--- src/rtl/adc_fc_pkg.sv ---
package adc_fc_pkg;
   localparam int unsigned MIN_FRAME       = 17;
   localparam int unsigned FIRST_DATA_EDGE = 3;
   localparam int unsigned RES_WIDE        = 14;
   localparam int unsigned RES_NARROW      = 12;

   typedef enum logic {
      ST_IDLE = 1'b0,
      ST_RUN  = 1'b1
   } fc_state_e;
endpackage

--- src/rtl/fc_sclk_gen.sv ---
module fc_sclk_gen #(
   parameter int unsigned CLK_HALF = 2
) (
   input  logic clk,
   input  logic rst_n,
   output logic sclk_o,
   output logic rise_o,
   output logic fall_o
);
   logic sclk_q;

   generate
      if (CLK_HALF == 1) begin : g_direct
         always_ff @(posedge clk or negedge rst_n) begin
            if (!rst_n) sclk_q <= 1'b0;
            else        sclk_q <= ~sclk_q;
         end
         assign rise_o = ~sclk_q;
         assign fall_o = sclk_q;
      end else begin : g_count
         localparam int unsigned CW = $clog2(CLK_HALF);
         logic [CW-1:0] cnt_q;
         logic          wrap;
         assign wrap = (cnt_q == CW'(CLK_HALF - 1));
         always_ff @(posedge clk or negedge rst_n) begin
            if (!rst_n) begin
               cnt_q  <= '0;
               sclk_q <= 1'b0;
            end else if (wrap) begin
               cnt_q  <= '0;
               sclk_q <= ~sclk_q;
            end else begin
               cnt_q  <= cnt_q + CW'(1);
            end
         end
         assign rise_o = wrap & ~sclk_q;
         assign fall_o = wrap & sclk_q;
      end
   endgenerate

   assign sclk_o = sclk_q;

   AST_RISE_TICK_HIGH: assert property (@(posedge clk) disable iff (!rst_n)
      rise_o |=> sclk_o);
   AST_FALL_TICK_LOW: assert property (@(posedge clk) disable iff (!rst_n)
      fall_o |=> !sclk_o);
endmodule

--- src/rtl/fc_frame_seq.sv ---
module fc_frame_seq
   import adc_fc_pkg::*;
#(
   parameter int unsigned FRAME_W = 6
) (
   input  logic               clk,
   input  logic               rst_n,
   input  logic               rise_i,
   input  logic               fall_i,
   input  logic               sclk_i,
   input  logic               start_i,
   input  logic               cont_i,
   input  logic               res14_i,
   input  logic [FRAME_W-1:0] frame_len_i,
   output logic               conv_o,
   output logic               launch_o,
   output logic               sample_o,
   output logic               last_o,
   output logic               w14_o
);
   localparam logic [FRAME_W-1:0] MIN_LEN   = FRAME_W'(MIN_FRAME);
   localparam logic [FRAME_W-1:0] FIRST_ED  = FRAME_W'(FIRST_DATA_EDGE);
   localparam logic [FRAME_W-1:0] LAST_WIDE = FRAME_W'(FIRST_DATA_EDGE + RES_WIDE - 1);
   localparam logic [FRAME_W-1:0] LAST_NARR = FRAME_W'(FIRST_DATA_EDGE + RES_NARROW - 1);

   fc_state_e          state_q;
   logic [FRAME_W-1:0] rcnt_q;
   logic [FRAME_W-1:0] len_q;
   logic [FRAME_W-1:0] len_in;
   logic [FRAME_W-1:0] last_edge;
   logic               pend_q;
   logic               conv_q;
   logic               w14_q;
   logic               want;
   logic               frame_end;
   logic               launch;

   assign len_in    = (frame_len_i < MIN_LEN) ? MIN_LEN : frame_len_i;
   assign last_edge = w14_q ? LAST_WIDE : LAST_NARR;
   assign want      = pend_q | start_i | cont_i;
   assign frame_end = (state_q == ST_RUN) && fall_i && (rcnt_q == len_q);
   assign launch    = fall_i && want && ((state_q == ST_IDLE) || (rcnt_q == len_q));

   always_ff @(posedge clk or negedge rst_n) begin
      if (!rst_n) begin
         state_q <= ST_IDLE;
         rcnt_q  <= '0;
         len_q   <= MIN_LEN;
         pend_q  <= 1'b0;
         conv_q  <= 1'b0;
         w14_q   <= 1'b1;
      end else begin
         if (launch)       pend_q <= 1'b0;
         else if (start_i) pend_q <= 1'b1;

         if (launch) begin
            state_q <= ST_RUN;
            rcnt_q  <= '0;
            len_q   <= len_in;
            w14_q   <= res14_i;
            conv_q  <= 1'b1;
         end else if (frame_end) begin
            state_q <= ST_IDLE;
            conv_q  <= 1'b0;
         end else if (state_q == ST_RUN) begin
            if (rise_i) rcnt_q <= rcnt_q + FRAME_W'(1);
            if (fall_i && (rcnt_q == FRAME_W'(1))) conv_q <= 1'b0;
         end
      end
   end

   assign sample_o = (state_q == ST_RUN) && fall_i &&
                     (rcnt_q >= FIRST_ED) && (rcnt_q <= last_edge);
   assign last_o   = sample_o && (rcnt_q == last_edge);
   assign launch_o = launch;
   assign conv_o   = conv_q;
   assign w14_o    = w14_q;

   AST_CONV_ON_SCLK_FALL: assert property (@(posedge clk) disable iff (!rst_n)
      $rose(conv_q) |-> $fell(sclk_i));
   AST_CONV_ONE_PERIOD: assert property (@(posedge clk) disable iff (!rst_n)
      $fell(conv_q) |-> ($fell(sclk_i) && rcnt_q == FRAME_W'(1)));
   AST_MIN_FRAME_GAP: assert property (@(posedge clk) disable iff (!rst_n)
      $rose(conv_q) |-> ($past(state_q) == ST_IDLE || $past(rcnt_q) >= MIN_LEN));
   AST_NO_LAUNCH_WITHOUT_REQ: assert property (@(posedge clk) disable iff (!rst_n)
      $rose(conv_q) |-> $past(pend_q | start_i | cont_i));
endmodule

--- src/rtl/fc_rx_shift.sv ---
module fc_rx_shift
   import adc_fc_pkg::*;
(
   input  logic                clk,
   input  logic                rst_n,
   input  logic                clear_i,
   input  logic                sample_i,
   input  logic                last_i,
   input  logic                w14_i,
   input  logic                sdata_i,
   output logic                valid_o,
   output logic [RES_WIDE-1:0] data_o
);
   logic [RES_WIDE-1:0] shreg_q;
   logic [RES_WIDE-1:0] shnext;
   logic [RES_WIDE-1:0] data_q;
   logic                valid_q;

   assign shnext = {shreg_q[RES_WIDE-2:0], sdata_i};

   always_ff @(posedge clk or negedge rst_n) begin
      if (!rst_n) begin
         shreg_q <= '0;
         data_q  <= '0;
         valid_q <= 1'b0;
      end else begin
         valid_q <= last_i;
         if (clear_i)       shreg_q <= '0;
         else if (sample_i) shreg_q <= shnext;
         if (last_i)        data_q  <= shnext;
      end
   end

   assign valid_o = valid_q;
   assign data_o  = data_q;

   AST_VALID_PULSE: assert property (@(posedge clk) disable iff (!rst_n)
      valid_q |=> !valid_q);
   AST_VALID_AFTER_SAMPLE: assert property (@(posedge clk) disable iff (!rst_n)
      valid_q |-> $past(sample_i));
   AST_RIGHT_JUSTIFIED: assert property (@(posedge clk) disable iff (!rst_n)
      (valid_q && !w14_i) |-> (data_q[RES_WIDE-1:RES_NARROW] == '0));
   AST_DATA_HELD: assert property (@(posedge clk) disable iff (!rst_n)
      !valid_q |-> $stable(data_q));
endmodule

--- src/rtl/adc_frame_ctrl.sv ---
module adc_frame_ctrl
   import adc_fc_pkg::*;
#(
   parameter int unsigned CLK_HALF = 2,
   parameter int unsigned FRAME_W  = 6
) (
   input  logic                clk,
   input  logic                rst_n,
   input  logic                start_i,
   input  logic                cont_i,
   input  logic                res14_i,
   input  logic [FRAME_W-1:0]  frame_len_i,
   input  logic                sdata_i,
   output logic                sclk_o,
   output logic                conv_o,
   output logic                valid_o,
   output logic [RES_WIDE-1:0] data_o
);
   generate
      if (CLK_HALF < 1) begin : g_bad_half
         $error("CLK_HALF must be at least 1");
      end
      if ((2 ** FRAME_W) <= MIN_FRAME) begin : g_bad_frame_w
         $error("FRAME_W too narrow to hold the minimum frame length");
      end
   endgenerate

   logic rise, fall, sclk;
   logic launch, sample, last, w14;

   fc_sclk_gen #(.CLK_HALF(CLK_HALF)) u_sclk (
      .clk    (clk),
      .rst_n  (rst_n),
      .sclk_o (sclk),
      .rise_o (rise),
      .fall_o (fall)
   );

   fc_frame_seq #(.FRAME_W(FRAME_W)) u_seq (
      .clk         (clk),
      .rst_n       (rst_n),
      .rise_i      (rise),
      .fall_i      (fall),
      .sclk_i      (sclk),
      .start_i     (start_i),
      .cont_i      (cont_i),
      .res14_i     (res14_i),
      .frame_len_i (frame_len_i),
      .conv_o      (conv_o),
      .launch_o    (launch),
      .sample_o    (sample),
      .last_o      (last),
      .w14_o       (w14)
   );

   fc_rx_shift u_rx (
      .clk      (clk),
      .rst_n    (rst_n),
      .clear_i  (launch),
      .sample_i (sample),
      .last_i   (last),
      .w14_i    (w14),
      .sdata_i  (sdata_i),
      .valid_o  (valid_o),
      .data_o   (data_o)
   );

   assign sclk_o = sclk;
endmodule

--- config.mk ---
export PLATFORM = sky130hd
export DESIGN_NAME = adc_frame_ctrl
export DESIGN_NICKNAME = d
export VERILOG_FILES = /design/src/rtl/adc_fc_pkg.sv /design/src/rtl/fc_sclk_gen.sv /design/src/rtl/fc_frame_seq.sv /design/src/rtl/fc_rx_shift.sv /design/src/rtl/adc_frame_ctrl.sv
export SDC_FILE = /design/constraint.sdc
export NUM_CORES = 1
export LEC_CHECK = 0
export CAP_MARGIN = 25
export CORE_ASPECT_RATIO = 1.5
export CORE_UTILIZATION = 39
export DETAILED_ROUTE_END_ITERATION = 8
export HOLD_SLACK_MARGIN = 0.06
export PLACE_DENSITY = 0.72
export SYNTH_ARGS = -nofsm -noshare
export SYNTH_HDL_FRONTEND = slang
export SYNTH_HIERARCHICAL = 1
export SYNTH_SLANG_ARGS = --single-unit
--- constraint.sdc ---
create_clock -name clk -period 3.02 [get_ports clk]
set_clock_uncertainty 0.05 [all_clocks]
set_input_delay 0.302 -clock clk [delete_from_list [all_inputs] [get_ports clk]]
set_output_delay 0.302 -clock clk [all_outputs]
set_load 0.02 [all_outputs]
# Yosys cells after proc, flatten, opt, wreduce, memory -nomap -nowiden
# Cells that the tools add are included.
dict set report totals {
  output_inout_bits 17
  elab_cells 61
  input_bits 12
  regBits 46
}
dict set report classes {
  order_cmp 3
  muxes 17
  eq_ne 4
  n_addsub 2
  n_reduce_logical 18
  n_bitwise 6
}
# cell count
set op_table {}
lappend op_table {{6-bit two-way mux} 5}
lappend op_table {{13-bit two-way mux} 2}
lappend op_table {{6-bit equality test} 2}
lappend op_table {{2-bit nonzero test} 5}
lappend op_table {{1-bit two-way mux} 9}
lappend op_table {{1-bit logical AND} 8}
lappend op_table {{6-bit by 1-bit adder with 6-bit output, second input constant} 1}
lappend op_table {{6-bit by 1-bit equality test with 1-bit output, second input constant} 1}
lappend op_table {{6-bit by 2-bit >= comparator with 1-bit output, second input constant} 1}
lappend op_table {{6-bit <= comparator} 1}
lappend op_table {{6-bit by 5-bit < comparator with 1-bit output, second input constant} 1}
lappend op_table {{3-bit nonzero test} 2}
lappend op_table {{5-bit two-way mux} 1}
lappend op_table {{3-bit AND reduction} 1}
lappend op_table {{1-bit AND} 2}
lappend op_table {{2-bit != test, second input constant} 1}
lappend op_table {{1-bit NOT} 2}
lappend op_table {{1-bit bitwise OR} 2}
lappend op_table {{2-bit AND reduction} 1}
lappend op_table {{1-bit adder, second input constant} 1}
lappend op_table {{1-bit logical OR} 1}

# Longest topological paths before layout
# Gate-level depths: netlist of run 1.
dict set report logic_depth {
  ltp_word 6
  ltp_mapped 9
  depth_no_buf 7
}

# By module
# The synthesis of run 1 kept the hierarchy.
# mod n_inst cells_each seq_area_each_um2 area_each_um2
set by_module_without_submodules {}
lappend by_module_without_submodules {fc_rx_shift 1 72 700.7 1071.0}
lappend by_module_without_submodules {fc_frame_seq 1 93 404.1 979.7}
lappend by_module_without_submodules {fc_sclk_gen 1 6 50.0 76.3}

# Worst setup path after synthesis of run 1
# No wires, ideal clock.
dict set report synth_path {
  path_kind {register -> register}
  from {register u_seq.w14_q, in the netlist u_seq/w14_o}
  to {register u_rx.data_q[10], in the netlist u_rx/data_o[10]}
  arrival_ns 2.431
  path_stages_with_launch 8
  path_slack_ns 0.415
  setup_ns 0.125
  synth_period_minus_slack_ns 2.605
  n_path_buf 1
  required_time_ns 2.845
  path_cell_list {dfstp_2 > inv_1 > ha_1 > nand3_1 > or4b_2 > nor2_1 > buf_6 > mux2_2}
}
dict set report synth_via {
  elab_chain_len 4
  word_cells_on_any_way 5
}
# item line
set synth_lines {}
lappend synth_lines {{start: declaration} fc_frame_seq.sv:33} ;# logic w14_q;
lappend synth_lines {{start signal: assignment} fc_frame_seq.sv:60} ;# w14_q <= res14_i;
lappend synth_lines {{5-bit two-way mux (*)} fc_frame_seq.sv:39} ;# assign last_edge = w14_q ? LAST_WIDE : LAST_NARR;
lappend synth_lines {{6-bit <= comparator} fc_frame_seq.sv:73} ;# (rcnt_q >= FIRST_ED) && (rcnt_q <= last_edge);
lappend synth_lines {{1-bit logical AND} fc_frame_seq.sv:73}
lappend synth_lines {{1-bit logical AND (*)} fc_frame_seq.sv:74} ;# assign last_o = sample_o && (rcnt_q == last_edge);
lappend synth_lines {{net last} adc_frame_ctrl.sv:29} ;# logic launch, sample, last, w14;
lappend synth_lines {{end signal: assignment} fc_rx_shift.sv:30} ;# if (last_i) data_q <= shnext;
lappend synth_lines {{end: declaration} fc_rx_shift.sv:16} ;# logic [RES_WIDE-1:0] data_q;
# The timed path passes the listed nets; every way through them passes the cells marked *.
# A chain may end at the register's enable or synchronous reset.

# Worst setup path after layout of run 1
dict set report layout_path {
  from {register u_seq.w14_q, in the netlist u_seq/w14_o}
  to {register u_rx.data_q[1], in the netlist u_rx/data_o[1]}
}
# Same word-level chain as after synthesis.

==> flow_summary.toml, run 1 <==
[run_status]
status = "finished, final reports clean"

[floorplanning]
core_mm2 = 0.00520
ioPinCount = 29
num_rows = 32
die_area_mm2 = 0.00576
initial_utilization_pct = 40.9
die_w_um = 62.3
die_h_um = 92.4

[clock_tree]
cts_num_sinks = 46
htreeDepth = 2
cts_resized = 0
clk_path_buf_depth = 2
ctsRootBufferMaster = "clkbuf_8"
clk_latency_ps = 290
post_cts_buffers = 0
numCtsBuffers = 5
path_clk_slew_ps = 80
cts_tree = "built"

[global_routing]
grt_start_max_net_pins = 47
grt_pass1_vias = 1387
gr-total-overflow = 0
grt_pass1_wl_um = 6380
antenna_found_initial = 0
track_usage_pct = 14.1

[placed_design]
gp_congestion = 0.751
place_inst = 265
port-buffer-count = 28
dp_hpwl_um = 2670

[route]
drc = 0
via_per_inst = 5.05
antenna_left = 0
first_pass_iters = 3
first_iter_violations = 17
via_count = 1390
wl_per_cell_um = 13.6
wl_um = 3750

[synthesis]
ys_ff_latch = 46
syn_inst = 171
avgSynthCellArea_um2 = 12.4
synth_edf_count = 0
syn-cell-area_mm2 = 0.00213
yosysWarnings = 6
synth_nets = 189
async_flop_share_pct = 100
yosysSeqAreaShare_pct = 54.3
ys.flop_type = "dfrtp_1"
ys_types = 33

[setup_path]
crit_end = "u_rx/data_o[1]"
cp-startpoint = "u_seq/w14_o"
ff2ff_setup_slack_ps = 470
rr_endpoint = "u_rx/data_o[1]"
cp_slowest_stage_delay_ps = 650
critPathRequiredTime_ps = 3150
crit-reg2reg-launch = "u_seq/w14_o"
cp_slowest_cell = "or4b_2"
rr_worst_depth = 7
crit_fanout = 15
crit_family = "simple AND/OR/NAND/NOR gates"
crit_buf_inv = 2
cp.depth = 7
cp-end-kind = "flip-flop"
worstPathCellList = "inv_1 > ha_1 > nand3_1 > or4b_2 > nor2_1 > buf_4 > mux2_2"
arrival_ps = 2680
worstSetupPathType = "reg -> reg"
worst_setup_path_start_kind = "flip-flop"

[finish]
antennaDiodeCount = 0
area_delta_synth_final_pct = 22.6
layout-drive-gt1-share_pct = 21.3
mostFrequentLayoutCells = "43 x dfrtp_1, 27 x clkdlybuf4s50_1, 19 x mux2_2, 18 x nor2_1, 16 x mux2i_1"
fin_cells = 275
layout_commonest_cell = "dfrtp_1"
nets = 224

[sta]
drv_slew = 0
fin_setup_tns_ps = 0
max_slew_margin_pct = 58.7
rsz0062_at_grt = "no"
final-setup-viol-count = 0
period_needed_ps = 2550
period_share_pct = 84.4
fmax_mhz = 392
tightest_slew_ps = 619
finalHoldViolCount = 0

[run]
drv_cap = 0

[power_and_ir_drop]
irDropWorstVdd_mv = 0.390
p_leak_nw = 1.11
powerDensity_mw_per_mm2 = 427

[min_path]
min_path_type = "in -> async"
## through the flow
stage / worst slack (ps) / hold WS (ps) / instance area, µm² / power, W / util [%]
2_1_floorplan: 415 / -43.6 / 2130 / 0.000646 / -
3_3_place_gp: 521 / 406 / 2470 / 0.000676 / 47.4
3_5_place_dp: 462 / 423 / 2470 / 0.000677 / 47.4
4_1_cts: 450 / 153 / 2580 / 0.00113 / 49.5
5_1_grt: 350 / 368 / 2610 / 0.00116 / 50.1
6_report: 471 / 345 / 2610 / 0.00111 / 50.1
## final cells by class
type	instances	area, µm²
fill	477	2600
sequential	46	1150
multi-input combinational	111	897
timing repair buffer	33	328
tap	68	85.1
clock buffer	6	72.6
clock inverter	2	37.5
inverter	9	33.8
## flip-flops by register name (all words and copies together) (netlist names)
register,cells
u_rx/data_o,14
u_rx/shreg_q,13
u_seq/len_q,6
u_seq/rcnt_q,6
u_rx/valid_o,1
u_sclk/g_count.cnt_q,1
u_sclk/sclk_o,1
u_seq/conv_o,1
u_seq/pend_q,1
u_seq/state_q,1
u_seq/w14_o,1
## worst min path at each step
stage / start / end / slack, ps
after global routing: rst_n / u_rx/shreg_q[1] / 370
final: rst_n / u_rx/shreg_q[1] / 350
after CTS: rst_n / u_rx/shreg_q[1] / 150
after floorplan: rst_n / u_rx/data_o[0] / -40
after global placement: u_sclk/g_count.cnt_q / u_sclk/g_count.cnt_q / 410
after detailed placement: u_sclk/g_count.cnt_q / u_sclk/g_count.cnt_q / 420
## per-layer routing
metal | GRT usage [%] | part of all wire, % | up-vias
met5 | 0 | 0 | -
met4 | 5.23 | 1.5 | 0
met3 | 2.96 | 2.6 | 5
met2 | 24.7 | 53 | 21
met1 | 16.9 | 43 | 701
li1 | - | - | 663
## synthesized netlist by cell type (5+ instances only)
cell      n  area [µm²]
dfrtp_1  43        1080
xnor2_1   6        52.6
inv_1     9        33.8
ha_1      6        75.1
a21oi_1   8        40.0
nand2_1   5        18.8
o21ai_0   7        35.0
mux2i_1  16         160
mux2_2   19         214
nor2_1   18        67.6
## timing repair
item / in CTS / in global routing
endpoints found under the setup margin: 0 / 0
hold buffers: 0 / 1
endpoints found under the hold margin: 0 / 9
## kinds of logic (layout without fill, tap and decap cells)
kind of cell / count (synthesis) / count (layout) / synth area share [%]
AO/OA/AOI/OAI: 24 / 24 / 7.88
XOR/XNOR: 8 / 8 / 3.29
adder cells (fa/ha/maj): 6 / 6 / 3.53
buffers and inverters: 14 / 50 / 3.53
flip-flops: 46 / 46 / 54.3
multiplexers: 35 / 35 / 17.6
AND/OR/NAND/NOR: 38 / 38 / 9.88
## where the power goes
group | internal [W] | switching, W | total (W) | leakage, nW
clock network | 0.000247 | 0.000198 | 0.000445 | 0.0514
registers | 0.000622 | 0.00000504 | 0.000627 | 0.551
logic | 0.0000206 | 0.0000204 | 0.0000410 | 0.504
Power figures use the tool's default switching activity.
==> run 2: changes to the inputs <==
--- a/config.mk
+++ b/config.mk
@@ -10,7 +10,7 @@
 export CORE_UTILIZATION = 39
 export DETAILED_ROUTE_END_ITERATION = 8
 export HOLD_SLACK_MARGIN = 0.06
-export PLACE_DENSITY = 0.72
+export PLACE_DENSITY = 0.74
 export SYNTH_ARGS = -nofsm -noshare
 export SYNTH_HDL_FRONTEND = slang
 export SYNTH_HIERARCHICAL = 1
==> constraint.sdc (replaced) <==
create_clock -name clk -period 2.1 [get_ports clk]
set_clock_uncertainty 0.05 [all_clocks]
set_input_delay 0.21 -clock clk [delete_from_list [all_inputs] [get_ports clk]]
set_output_delay 0.21 -clock clk [all_outputs]
set_load 0.02 [all_outputs]
==> flow_summary.toml, run 2 (synthesis results as in run 1) <==
[route]
via_per_inst = 4.88
first_iter_violations = 67
antenna_left = 0
wl_um = 3720
via_count = 1395
wl_per_cell_um = 13.0
first_pass_iters = 3
drc = 0

[global_routing]
antenna_found_initial = 0
grt_pass1_wl_um = 6540
met1_usage_pct = 15.9
met3_usage_pct = 3.33
gr-total-overflow = 0
grtUsageMet2_pct = 27.1
grt_start_max_net_pins = 32
grt_pass1_vias = 1506
track_usage_pct = 14.4
busiest_layer = "met2"

[setup_path]
cp-startpoint = "u_seq/w14_o"
cp-end-kind = "flip-flop"
worst_setup_path_start_kind = "flip-flop"
crit-reg2reg-launch = "u_seq/w14_o"
rr_worst_depth = 7
arrival_ps = 2430
rr_endpoint = "u_rx/data_o[6]"
crit_fanout = 7
critPathRequiredTime_ps = 2220
worstSetupPathType = "reg -> reg"
ff2ff_setup_slack_ps = -210

[clock_tree]
numCtsBuffers = 5
cts_tree = "built"
clk_path_buf_depth = 2
clk_latency_ps = 290
ctsRootBufferMaster = "clkbuf_8"
path_clk_slew_ps = 80
cts_num_sinks = 46
htreeDepth = 2

[floorplanning]
die_h_um = 92.4
num_rows = 32
die_area_mm2 = 0.00576
initial_utilization_pct = 40.9
die_w_um = 62.3
ioPinCount = 29
core_mm2 = 0.00520

[min_path]
holdPathEnd = "u_sclk/g_count.cnt_q"
holdPathStages = 1
hp-start = "u_sclk/g_count.cnt_q"
min_path_type = "reg -> reg"

[placed_design]
dp_hpwl_um = 2600
port-buffer-count = 28
gp_congestion = 0.771
place_inst = 275
dp_slack_ps = -178

[finish]
layout_commonest_cell = "dfrtp_1"
antennaDiodeCount = 0
area_delta_synth_final_pct = 32.1
mostFrequentLayoutCells = "43 x dfrtp_1, 27 x clkdlybuf4s50_1, 17 x nor2_1, 16 x mux2i_1, 14 x mux2_4"
nets = 235
nFillCells = 462
largest_reg_flops = 14
layout-drive-gt1-share_pct = 27.1
fin_cells = 286

[sta]
final-setup-viol-count = 27
period_share_pct = 110
max_slew_margin_pct = 55.8
layout_setup_ws_ps = -206
drv_slew = 0
fmax_mhz = 434
fin_setup_tns_ps = -4750
period_needed_ps = 2310
finalHoldViolCount = 0
hold_ws_ps = 419
rsz0062_at_grt = "yes"
tightest_slew_ps = 663

[power_and_ir_drop]
powerDensity_mw_per_mm2 = 566
p_leak_nw = 1.19
irDropWorstVdd_mv = 0.341

[run_status]
violations = "setup timing"
status = "finished with violations"

[run]
drv_cap = 0
[run 2: cell types whose count changed in the layout (fill, tap and decap cells not counted), sizes merged]
cell / previous run / this run
clkbuf: 6 / 8
clkinvlp: 1 / 0
buf: 5 / 15
[run 2: worst max-delay path by stage]
stage / end / cells past startpoint
finish: u_rx/data_o[6] / 7
global route: u_rx/shreg_q[3] / 8
floorplan: u_rx/shreg_q[0] / 9
CTS: u_rx/shreg_q[2] / 8
detailed placement: u_rx/shreg_q[2] / 8
global placement: u_rx/data_o[13] / 7
[run 2: report_power, final]
part / leakage, nW / switching [W] / internal, W
Sequential: 0.551 / 0.00000733 / 0.000894
Combinational: 0.582 / 0.0000281 / 0.0000284
Clock: 0.0524 / 0.000276 / 0.000356
Total: 1.19 / 0.000312 / 0.00128
[run 2: layer usage]
metal	up-vias	wire, µm
met5	-	0
met4	0	27
met3	2	97
met2	26	2010
met1	683	1580
li1	684	-
[run 2: cell type report]
cell class	instances	area [µm²]	share of cell area, %
inverters	9	33.8	1.20
flip-flops and latches	46	1150	41.1
well taps	68	85.1	3.03
clock buffers	7	76.3	2.72
multi-input cells	111	990	35.2
repair buffers	44	440	15.7
clock inverters	1	30.0	1.07
[run 2: repair_timing]
item | CTS | global route
setup endpoints to repair | 27 | 27
hold buffers | 1 | 0
gates cloned | 0 | 1
resized for setup | 3 | 2
endpoints found under the hold margin | 26 | 0
buffers inserted | 0 | 1
[run 2: stage by stage]
| stage | instance area, µm² | util [%] | power (W) |
|---|---|---|---|
| after global routing | 2810 | 54.0 | 0.00166 |
| final | 2810 | 54.0 | 0.00159 |
| after detailed placement | 2640 | 50.7 | 0.000976 |
| after floorplan | 2200 | - | 0.000929 |
| after CTS | 2770 | 53.1 | 0.00162 |
| after global placement | 2640 | 50.7 | 0.000974 |
[run 2: critical path, cell delays in order (launching register included)]
cell       delay [ps]
dfstp_2           560
inv_2              50
ha_4              260
nand3_2            60
or4b_4            580
nor2_4            160
clkbuf_16         180
mux2_4            290
==> run 3: changes to the inputs <==
--- a/config.mk
+++ b/config.mk
@@ -6,11 +6,13 @@
 export NUM_CORES = 1
 export LEC_CHECK = 0
 export CAP_MARGIN = 25
-export CORE_ASPECT_RATIO = 1.5
+export CORE_ASPECT_RATIO = 0.8
+export CORE_MARGIN = 10
 export CORE_UTILIZATION = 39
 export DETAILED_ROUTE_END_ITERATION = 8
 export HOLD_SLACK_MARGIN = 0.06
 export PLACE_DENSITY = 0.74
+export SKIP_LAST_GASP = 1
 export SYNTH_ARGS = -nofsm -noshare
 export SYNTH_HDL_FRONTEND = slang
 export SYNTH_HIERARCHICAL = 1
==> flow_summary.toml, run 3 (synthesis results as in run 1) <==
[clock_tree]
htreeDepth = 2
cts_tree = "built"
ctsRootBufferMaster = "clkbuf_8"
clk_path_buf_depth = 2
path_clk_slew_ps = 80
numCtsBuffers = 5
cts_num_sinks = 46
clk_latency_ps = 300

[setup_path]
crit-reg2reg-launch = "u_seq/w14_o"
crit_fanout = 11
worstPathCellList = "inv_2 > ha_4 > nand3_2 > or4b_4 > nor2_4 > buf_12 > mux2_4"
ff2ff_setup_slack_ps = -150
critPathRequiredTime_ps = 2240
worst_setup_path_start_kind = "flip-flop"
rr_worst_depth = 7
crit_family = "simple AND/OR/NAND/NOR gates"
worstSetupPathType = "reg -> reg"
cp-end-kind = "flip-flop"
rr_endpoint = "u_rx/data_o[9]"
arrival_ps = 2390
crit_buf_inv = 2
cp_slowest_stage_delay_ps = 540
cp_slowest_cell = "dfstp_2"
cp-startpoint = "u_seq/w14_o"

[route]
wl_um = 4270
drc = 0
first_iter_violations = 49
wl_per_cell_um = 15.2
via_per_inst = 4.94
antenna_left = 0
via_count = 1388
first_pass_iters = 4

[placed_design]
dp_hpwl_um = 3140
gp_congestion = 0.788
placedInstanceArea_mm2 = 0.00265
port-buffer-count = 28
place_inst = 270

[power_and_ir_drop]
powerDensity_mw_per_mm2 = 527
p_leak_nw = 1.19
irDropWorstVdd_mv = 0.312

[finish]
nets = 236
layout-drive-gt1-share_pct = 28.3
antennaDiodeCount = 0
register_area_mm2 = 0.00115
area_delta_synth_final_pct = 31.5
fin_cells = 281
largest_reg_flops = 14
multi_input_area_um2 = 987
fin_area_mm2 = 0.00280
layout_commonest_cell = "dfrtp_1"
mostFrequentLayoutCells = "43 x dfrtp_1, 27 x clkdlybuf4s50_1, 17 x nor2_1, 16 x mux2i_1, 12 x buf_4"
nFillCells = 422

[global_routing]
grt_pass1_wl_um = 7210
gr-total-overflow = 0
grt_start_max_net_pins = 26
track_usage_pct = 10.4
grt_pass1_vias = 1466
antenna_found_initial = 0

[sta]
fmax_mhz = 445
fin_setup_tns_ps = -3540
layout_setup_ws_ps = -148
drv_slew = 0
hold_ws_ps = 354
finalHoldViolCount = 0
rsz0062_at_grt = "yes"
period_needed_ps = 2250
tightest_slew_ps = 498
period_share_pct = 107
final-setup-viol-count = 27
max_slew_margin_pct = 66.8

[run_status]
violations = "setup timing"
status = "finished with violations"

[floorplanning]
initial_utilization_pct = 41.3
num_rows = 23
die_h_um = 86.1
ioPinCount = 29
core_mm2 = 0.00515
die_w_um = 103
die_area_mm2 = 0.00883

[min_path]
min_path_type = "in -> async"

[run]
drv_cap = 0
## run 3: changes by cell type in the layout (fill, tap and decap cells not counted), sizes merged
cell	before	now
buf	15	16
clkbuf	8	7
clkinv	0	2
bufinv	1	0
## run 3: worst max-delay path by stage
stage	to	slack, ps	depth (start not counted)
final	u_rx/data_o[9]	-150	7
after floorplan	u_rx/shreg_q[0]	-170	9
after CTS	u_rx/data_o[9]	-170	7
after global routing	u_rx/data_o[0]	-240	7
after detailed placement	u_rx/data_o[9]	-160	7
after global placement	u_rx/shreg_q[4]	-130	8
## run 3: power breakdown
| part | switching (W) | internal, W | total (W) |
|---|---|---|---|
| Combinational | 0.0000294 | 0.0000296 | 0.0000590 |
| Clock | 0.000283 | 0.000231 | 0.000514 |
| Sequential | 0.00000748 | 0.000894 | 0.000902 |
| Total | 0.000320 | 0.00115 | 0.00147 |
## run 3: layer usage
metal / wire, µm / global-route usage [%] / vias to the layer above
li1: - / - / 687
met1: 1990 / 13.2 / 672
met2: 2030 / 15.6 / 22
met3: 180 / 3.05 / 7
met4: 73 / 4.99 / 0
met5: 0 / 0 / -
## run 3: repair_timing
item,in CTS,in global routing
gates resized for setup,0,2
setup endpoints to repair,27,27
hold buffers,1,0
gates cloned,0,1
setup buffers,0,1
hold endpoints to repair,20,0
pin swaps,0,3
## run 3: metrics by stage
stage	power, W	utilization (%)	setup slack [ps]
global placement	0.000976	51.5	-130
floorplan	0.000929	-	-166
detailed placement	0.000979	51.5	-164
global route	0.00155	54.3	-236
finish	0.00147	54.3	-148
CTS	0.00150	53.3	-170
## run 3: layout make-up
cell class	instances	share of cell area (%)
repair buffers	45	16.5
flip-flops and latches	46	41.3
inverters	9	1.21
multi-input cells	111	35.3
clock inverters	2	0.358
well taps	62	2.77
clock buffers	6	2.60
## run 3: worst register-to-register path: stages (launching register included)
cell and delay [ps]:
dfstp_2 540, inv_2 50, ha_4 260, nand3_2 60, or4b_4 530, nor2_4 180, buf_12 160, mux2_4 310
